## config.mk

```make
export PLATFORM = sky130hd
export DESIGN_NAME = cfgport_ctrl
export DESIGN_NICKNAME = d
export VERILOG_FILES = /design/src/rtl/cfgport_pkg.sv /design/src/rtl/cfgport_bitrev.sv /design/src/rtl/cfgport_buf.sv /design/src/rtl/cfgport_tmr.sv /design/src/rtl/cfgport_ctrl.sv
export SDC_FILE = /design/constraint.sdc
export NUM_CORES = 1
export LEC_CHECK = 0
export CORE_MARGIN = 2
export CORE_UTILIZATION = 45
export CTS_CLUSTER_DIAMETER = 60
export DETAILED_ROUTE_END_ITERATION = 10
export DONT_BUFFER_PORTS = 1
export PLACE_DENSITY_LB_ADDON = 0.05
export REMOVE_ABC_BUFFERS = 1
export SLEW_MARGIN = 15
export SYNTH_ARGS = -nofsm -noshare
export SYNTH_HDL_FRONTEND = slang
export SYNTH_SLANG_ARGS = --single-unit
```

## constraint.sdc

```tcl
create_clock -name clk -period 3.6 [get_ports clk]
set_input_delay 0.72 -clock clk [delete_from_list [all_inputs] [get_ports clk]]
set_output_delay 0.72 -clock clk [all_outputs]
set_load 0.01 [all_outputs]
```

## src/rtl/cfgport_pkg.sv

```systemverilog
package cfgport_pkg;

    typedef enum logic [1:0] {
        ST_IDLE  = 2'd0,
        ST_SETUP = 2'd1,
        ST_XWR   = 2'd2,
        ST_XRD   = 2'd3
    } cfgport_st_e;

    // register selectors inside the upper half of the host address space
    localparam logic [1:0] REG_CMD  = 2'd0;
    localparam logic [1:0] REG_CFG  = 2'd1;
    localparam logic [1:0] REG_STAT = 2'd2;
    localparam logic [1:0] REG_LIM  = 2'd3;

    // command opcodes (top two bits of the command word)
    localparam logic [1:0] OP_WR = 2'b10;
    localparam logic [1:0] OP_RD = 2'b01;

endpackage

```

## src/rtl/cfgport_bitrev.sv

```systemverilog
module cfgport_bitrev #(
    parameter int W = 32
) (
    input  logic         en,
    input  logic [W-1:0] din,
    output logic [W-1:0] dout
);
    localparam int NBYTES = W / 8;

    for (genvar b = 0; b < NBYTES; b++) begin : g_byte
        for (genvar i = 0; i < 8; i++) begin : g_bit
            assign dout[8*b+i] = en ? din[8*b+7-i] : din[8*b+i];
        end
    end
endmodule

```

## src/rtl/cfgport_buf.sv

```systemverilog
module cfgport_buf #(
    parameter int W     = 32,
    parameter int DEPTH = 8
) (
    input  logic                     clk,
    input  logic                     hwe,
    input  logic [$clog2(DEPTH)-1:0] haddr,
    input  logic [W-1:0]             hwdata,
    output logic [W-1:0]             hrdata,
    input  logic                     cwe,
    input  logic [$clog2(DEPTH)-1:0] caddr,
    input  logic [W-1:0]             cwdata,
    output logic [W-1:0]             crdata
);
    logic [W-1:0] mem [DEPTH];

    always_ff @(posedge clk) begin
        if (hwe) begin
            mem[haddr] <= hwdata;
        end else if (cwe) begin
            mem[caddr] <= cwdata;
        end
    end

    assign hrdata = mem[haddr];
    assign crdata = mem[caddr];
endmodule

```

## src/rtl/cfgport_tmr.sv

```systemverilog
module cfgport_tmr #(
    parameter int TW = 16
) (
    input  logic          clk,
    input  logic          rst,
    input  logic          run,
    input  logic [TW-1:0] limit,
    output logic          expire
);
    logic [TW-1:0] cnt_q;

    always_ff @(posedge clk) begin
        if (rst || !run) begin
            cnt_q <= '0;
        end else if (cnt_q != '1) begin
            cnt_q <= cnt_q + TW'(1);
        end
    end

    assign expire = run && (({1'b0, cnt_q} + (TW+1)'(1)) >= {1'b0, limit});
endmodule

```

## src/rtl/cfgport_ctrl.sv

```systemverilog
module cfgport_ctrl
    import cfgport_pkg::*;
#(
    parameter int DATA_W  = 32,
    parameter int DEPTH   = 8,
    parameter int TMO_W   = 16,
    parameter int TMO_DEF = 16
) (
    input  logic                            clk,
    input  logic                            rst,
    input  logic                            host_wr,
    input  logic [$clog2(DEPTH):0]          host_addr,
    input  logic [DATA_W-1:0]               host_wdata,
    output logic [DATA_W-1:0]               host_rdata,
    output logic                            port_cs_n,
    output logic                            port_wr_n,
    output logic [DATA_W-1:0]               port_din,
    input  logic [DATA_W-1:0]               port_dout,
    input  logic                            port_busy
);
    localparam int IDX_W  = $clog2(DEPTH);
    localparam int CNT_W  = IDX_W + 1;
    localparam int ADDR_W = IDX_W + 1;

    cfgport_st_e st_q, st_d;

    logic [IDX_W-1:0] idx_q;
    logic [CNT_W-1:0] cnt_q;
    logic             dir_rd_q;
    logic             wr_n_q;
    logic             done_q, tmo_q, rev_q;
    logic [TMO_W-1:0] lim_q;

    logic             active, reg_sel, last, expire;
    logic [1:0]       opc;
    logic [CNT_W-1:0] cnt_in;
    logic             cmd_ok;
    logic             buf_hwe, buf_cwe;
    logic [DATA_W-1:0] buf_h, buf_c, rd_word;

    assign active  = (st_q != ST_IDLE);
    assign reg_sel = host_addr[ADDR_W-1];
    assign opc     = host_wdata[DATA_W-1 -: 2];
    assign cnt_in  = host_wdata[CNT_W-1:0];
    assign cmd_ok  = host_wr && reg_sel && (host_addr[1:0] == REG_CMD) && !active
                     && (opc == OP_WR || opc == OP_RD)
                     && (cnt_in != '0) && (cnt_in <= CNT_W'(DEPTH));
    assign last    = ({1'b0, idx_q} + CNT_W'(1)) == cnt_q;

    // state register
    always_ff @(posedge clk) begin
        if (rst) st_q <= ST_IDLE;
        else     st_q <= st_d;
    end

    // next state
    always_comb begin
        st_d = st_q;
        unique case (st_q)
            ST_IDLE:  if (cmd_ok) st_d = ST_SETUP;
            ST_SETUP: st_d = dir_rd_q ? ST_XRD : ST_XWR;
            ST_XWR:   if (!port_busy && last) st_d = ST_IDLE;
            ST_XRD: begin
                if (!port_busy && last)     st_d = ST_IDLE;
                else if (port_busy && expire) st_d = ST_IDLE;
            end
        endcase
    end

    // datapath registers
    always_ff @(posedge clk) begin
        if (rst) begin
            idx_q    <= '0;
            cnt_q    <= '0;
            dir_rd_q <= 1'b0;
            wr_n_q   <= 1'b1;
            done_q   <= 1'b0;
            tmo_q    <= 1'b0;
            rev_q    <= 1'b0;
            lim_q    <= TMO_W'(TMO_DEF);
        end else begin
            if (host_wr && reg_sel && !active) begin
                if (host_addr[1:0] == REG_CFG) rev_q <= host_wdata[0];
                if (host_addr[1:0] == REG_LIM) lim_q <= host_wdata[TMO_W-1:0];
            end
            if (cmd_ok) begin
                cnt_q    <= cnt_in;
                dir_rd_q <= (opc == OP_RD);
                wr_n_q   <= (opc == OP_RD);
                idx_q    <= '0;
                done_q   <= 1'b0;
                tmo_q    <= 1'b0;
            end
            if ((st_q == ST_XWR || st_q == ST_XRD) && !port_busy) begin
                if (last) begin
                    done_q <= 1'b1;
                    idx_q  <= '0;
                end else begin
                    idx_q <= idx_q + IDX_W'(1);
                end
            end
            if (st_q == ST_XRD && port_busy && expire) begin
                tmo_q <= 1'b1;
                idx_q <= '0;
            end
        end
    end

    // outputs
    always_comb begin
        port_cs_n = !(st_q == ST_XWR || st_q == ST_XRD);
        port_wr_n = wr_n_q;
        buf_hwe   = host_wr && !reg_sel && !active;
        buf_cwe   = (st_q == ST_XRD) && !port_busy;
        if (!reg_sel) begin
            host_rdata = buf_h;
        end else begin
            unique case (host_addr[1:0])
                REG_CMD:  host_rdata = DATA_W'(cnt_q);
                REG_CFG:  host_rdata = DATA_W'(rev_q);
                REG_STAT: host_rdata = DATA_W'({tmo_q, done_q, active});
                REG_LIM:  host_rdata = DATA_W'(lim_q);
            endcase
        end
    end

    cfgport_buf #(.W(DATA_W), .DEPTH(DEPTH)) u_buf (
        .clk    (clk),
        .hwe    (buf_hwe),
        .haddr  (host_addr[IDX_W-1:0]),
        .hwdata (host_wdata),
        .hrdata (buf_h),
        .cwe    (buf_cwe),
        .caddr  (idx_q),
        .cwdata (rd_word),
        .crdata (buf_c)
    );

    cfgport_bitrev #(.W(DATA_W)) u_rev_out (
        .en   (rev_q),
        .din  (buf_c),
        .dout (port_din)
    );

    cfgport_bitrev #(.W(DATA_W)) u_rev_in (
        .en   (rev_q),
        .din  (port_dout),
        .dout (rd_word)
    );

    cfgport_tmr #(.TW(TMO_W)) u_tmr (
        .clk    (clk),
        .rst    (rst),
        .run    ((st_q == ST_XRD) && port_busy),
        .limit  (lim_q),
        .expire (expire)
    );


    rst_strobe_chk: assert property (@(posedge clk)
        rst |=> (port_cs_n && port_wr_n));


    wr_stable_chk: assert property (@(posedge clk) disable iff (rst)
        (!port_cs_n && !$past(port_cs_n)) |-> $stable(port_wr_n));


    din_hold_chk: assert property (@(posedge clk) disable iff (rst)
        (!port_cs_n && !port_wr_n && port_busy) |=> (!port_cs_n && $stable(port_din)));


    busy_cmd_chk: assert property (@(posedge clk) disable iff (rst)
        (active && host_wr && reg_sel && host_addr[1:0] == REG_CMD) |=> $stable(cnt_q));


    tmo_cause_chk: assert property (@(posedge clk) disable iff (rst)
        $rose(tmo_q) |-> $past(st_q == ST_XRD && port_busy));
endmodule

```

==> metrics.md <==
| Metric | Value |
|---|---|
| WL final | `39250 um` |
| CTS resizes | `0` |
| Peak VDD IR | `0.0002814 V` |
| Syn Inst Count | `1016` |
| Vias per inst | `6.059` |
| Sink Count | `305` |
| Clock Skew | `approximately 0.019 ns` |
| Crit Path Class | `reg -> out` |
| Vias in the first global route | `around 9200` |
| First-pass GRT wire length | `58590 um` |
| Critical-path top delay cell | `dfxtp_4` |
| MaxCap Viol Count | `0` |
| Tot GR Track Use | `0.2230` |
| Placed cell area | `16050 sq um` |
| Drt drc | `0` |
| Area Overhead vs Synth | `11.31%` |
| Data arrival time of the critical path | `2.54 ns` |
| CTS tree | `done` |
| Post-DR wirelength/cell | `26.54 um` |
| Mapped Area | `15410 sq um` |
| Crit end category | `output port` |
| Dpl cells | `1416` |
| Die X | `189.1 um` |
| CP Buf/Inv Count | `1` |
| Core Area | `33620 sq um` |
| Post-CTS setup buffers | `0` |
| Most used cell, CP | `mux4_2` |
| Yosys warns | `0` |
| Number of flops mapped to enable cells by yosys | `256` |
| Register area share after synthesis | `0.5624` |
| Initial antenna violation count | `0` |
| Final critical-path share of the clock period | `0.9057` |
| Power Density | `446.1 nW/um^2` |
| DR WL met2 | `about 19000 um` |
| Startpoint Class | `flop` |
| Met3 Wirelength | `2513 um` |
| TNS Setup | `0 ns` |
| Die area | `35750 sq um` |
| Maximum fanout along the worst path | `27` |
| Fin area | `17160 sq um` |
| Synth Register Bits | `between 300 and 400` |
| DRT met1 WL | `16920 um` |
| PortBufs | `0` |
| Main flop type after synthesis | `edfxtp_1` |
| Layout cell share with drive strength beyond 1 | `0.2541` |
| Hold bufs inserted after CTS | `0` |
| Final hold violations | `0` |
| Inserted Diodes | `0` |
| Final setup viols | `0` |
| CP peak stage delay | `0.58 ns` |
| Largest net degree at the start of global routing | `between 70 and 80` |
| Chip height | `189.1 um` |
| Req. time, crit path | `2.88 ns` |
| Max-slew violation count | `0` |
| I/O pins | `138` |
| Starting Density | `0.4585` |
| Insertion delay to the later sink of the worst-skew pair | `0.51 ns` |
| Initial drt markers | `624` |
| Non-Filler Instances | `1479` |
| Static Leak | `5.464 nW` |
| Detail Placement HPWL | `~24000 um` |
| RSZ-0062 raised after global routing | `false` |
| Worst-path cell chain | `buf_12 > mux4_2 > mux4_2` |
| Min Hold Slack | `~0.28 ns` |
| Grt ovf | `0` |
| Hold/Removal Path Class | `in -> reg` |
| Worst Max-Slew Pin Slew | `0.9222 ns` |
| ANT nets after route | `0` |
| Root buffer cell | `clkbuf_16` |
| Mean post-synth cell area | `15.17 sq um` |
| Tot Pwr | `7.653 mW` |
| Pre-antenna DRT Iters | `5` |
| GPL Wtd Cong | `0.7757` |
| Post-synth cell types | `54` |
| CP top delay family | `multiplexers` |
| Fraction of registers with async set/reset | `0` |
| Slew HR | `0.3787` |
| Status | `complete, no violations` |
| Fmax | `306.7 MHz` |
| Clock buffer count from CTS | `35` |
| Max Root-Sink Buffers | `3` |
| Vias | `8961` |
| H-Tree Depth | `2` |
| Top Metal Used | `met4` |
| Reg clk slew, reported paths | `around 0.06 ns` |
| Count of nets after finishing | `1096` |
| Fin crit period | `3.260 ns` |
| Row count | `67` |
## worst register-to-register path: stages, from the launching register on
cell	delay, ns
dfxtp_1	0.42
ha_1	0.24
nand3_2	0.14
or2_2	0.36
nor2_1	0.17
xnor2_1	0.15
ha_1	0.29
nand4_1	0.12
nand3_1	0.12
nor3b_4	0.26
a21oi_2	0.12
a311oi_1	0.34
## metrics by stage
step	util	setup slack [ns]
6_report	0.5103	0.3395
5_1_grt	0.5103	0.2089
4_1_cts	0.5103	0.2839
3_5_place_dp	0.4774	0.6497
3_3_place_gp	0.4774	0.6537
2_1_floorplan	-	-1.017
## layout make-up
| class | count | area [sq um] |
|---|---|---|
| inverter | 33 | 123.9 |
| multi-input combinational | 603 | 6357 |
| clock buffer | 43 | 948.4 |
| tap | 448 | 560.5 |
| clock inverter | 20 | 158.9 |
| sequential | 305 | 8678 |
| timing repair buffer | 27 | 327.8 |
| fill | 2806 | 16460 |
## registers in the layout, summed over array words and instances (netlist names), 2 cells and up, named ones only
| signal | cells |
|---|---|
| u_buf.mem | 256 |
| lim_q | 16 |
| u_tmr.cnt_q | 16 |
| cnt_q | 4 |
| idx_q | 3 |
| st_q | 2 |
## routing by layer
metal	vias to the layer above	global-route usage
li1	4014	-
met1	4670	0.3045
met2	226	0.3687
met3	51	0.04930
met4	0	0.04868
met5	-	0
## cell usage in the layout (no fill, tap or decap), drive strengths merged, types with 3 or more instances in the layout
cell type / count
nor3b: 4
edfxtp: 256
clkbuf: 43
xor2: 8
nor3: 7
mux2i: 57
nand2: 124
o21ai: 54
a211oi: 5
clkinv: 12
clkinvlp: 4
a21oi: 51
nor2: 38
xnor2: 10
ha: 19
inv: 35
or2: 3
and3: 6
a31oi: 5
nand4: 10
mux4: 161
dfxtp: 49
buf: 27
nand3: 17
## power by group
part	switching [mW]	internal (mW)
clock	1.39	2.02
combinational	0.192	0.160
sequential	0.0197	3.87
## worst paths after layout
check	startpoint	endpoint	slack [ns]	cells after the start
worst max-delay path	flop	port_din[14]	0.34	3
worst min-delay path	rst	lim_q[10]$_SDFFE_PP0P_	0.28	1
worst max register to register	u_tmr.cnt_q[0]$_SDFFE_PP0P_	flop	0.78	11
worst min register to register	lim_q[9]$_SDFFE_PP0P_	lim_q[9]$_SDFFE_PP0P_	0.47	2
## cell families after synthesis
family                   count (synthesis)  share of synthesized area
XOR/XNOR                                18                    0.01023
adder cells (fa/ha/maj)                 19                    0.01542
flip-flops                             305                     0.5624
AO/OA/AOI/OAI                          126                    0.04514
AND/OR/NAND/NOR                        222                    0.06535
buffers and inverters                  108                    0.02914
multiplexers                           218                     0.2723
## synth_stat cells (all sizes together), types with 17 or more instances
| cell | number | share of area |
|---|---|---|
| o21ai | 54 | 0.018 |
| ha | 19 | 0.015 |
| a21oi | 51 | 0.017 |
| edfxtp | 256 | 0.50 |
| nand2 | 124 | 0.030 |
| mux4 | 161 | 0.24 |
| nor2 | 38 | 0.0093 |
| nand3 | 17 | 0.0058 |
| mux2i | 57 | 0.037 |
| inv | 33 | 0.0080 |
| clkbuf | 43 | 0.011 |
| buf | 32 | 0.011 |
| dfxtp | 49 | 0.064 |
(Power assumes the default switching activity.)
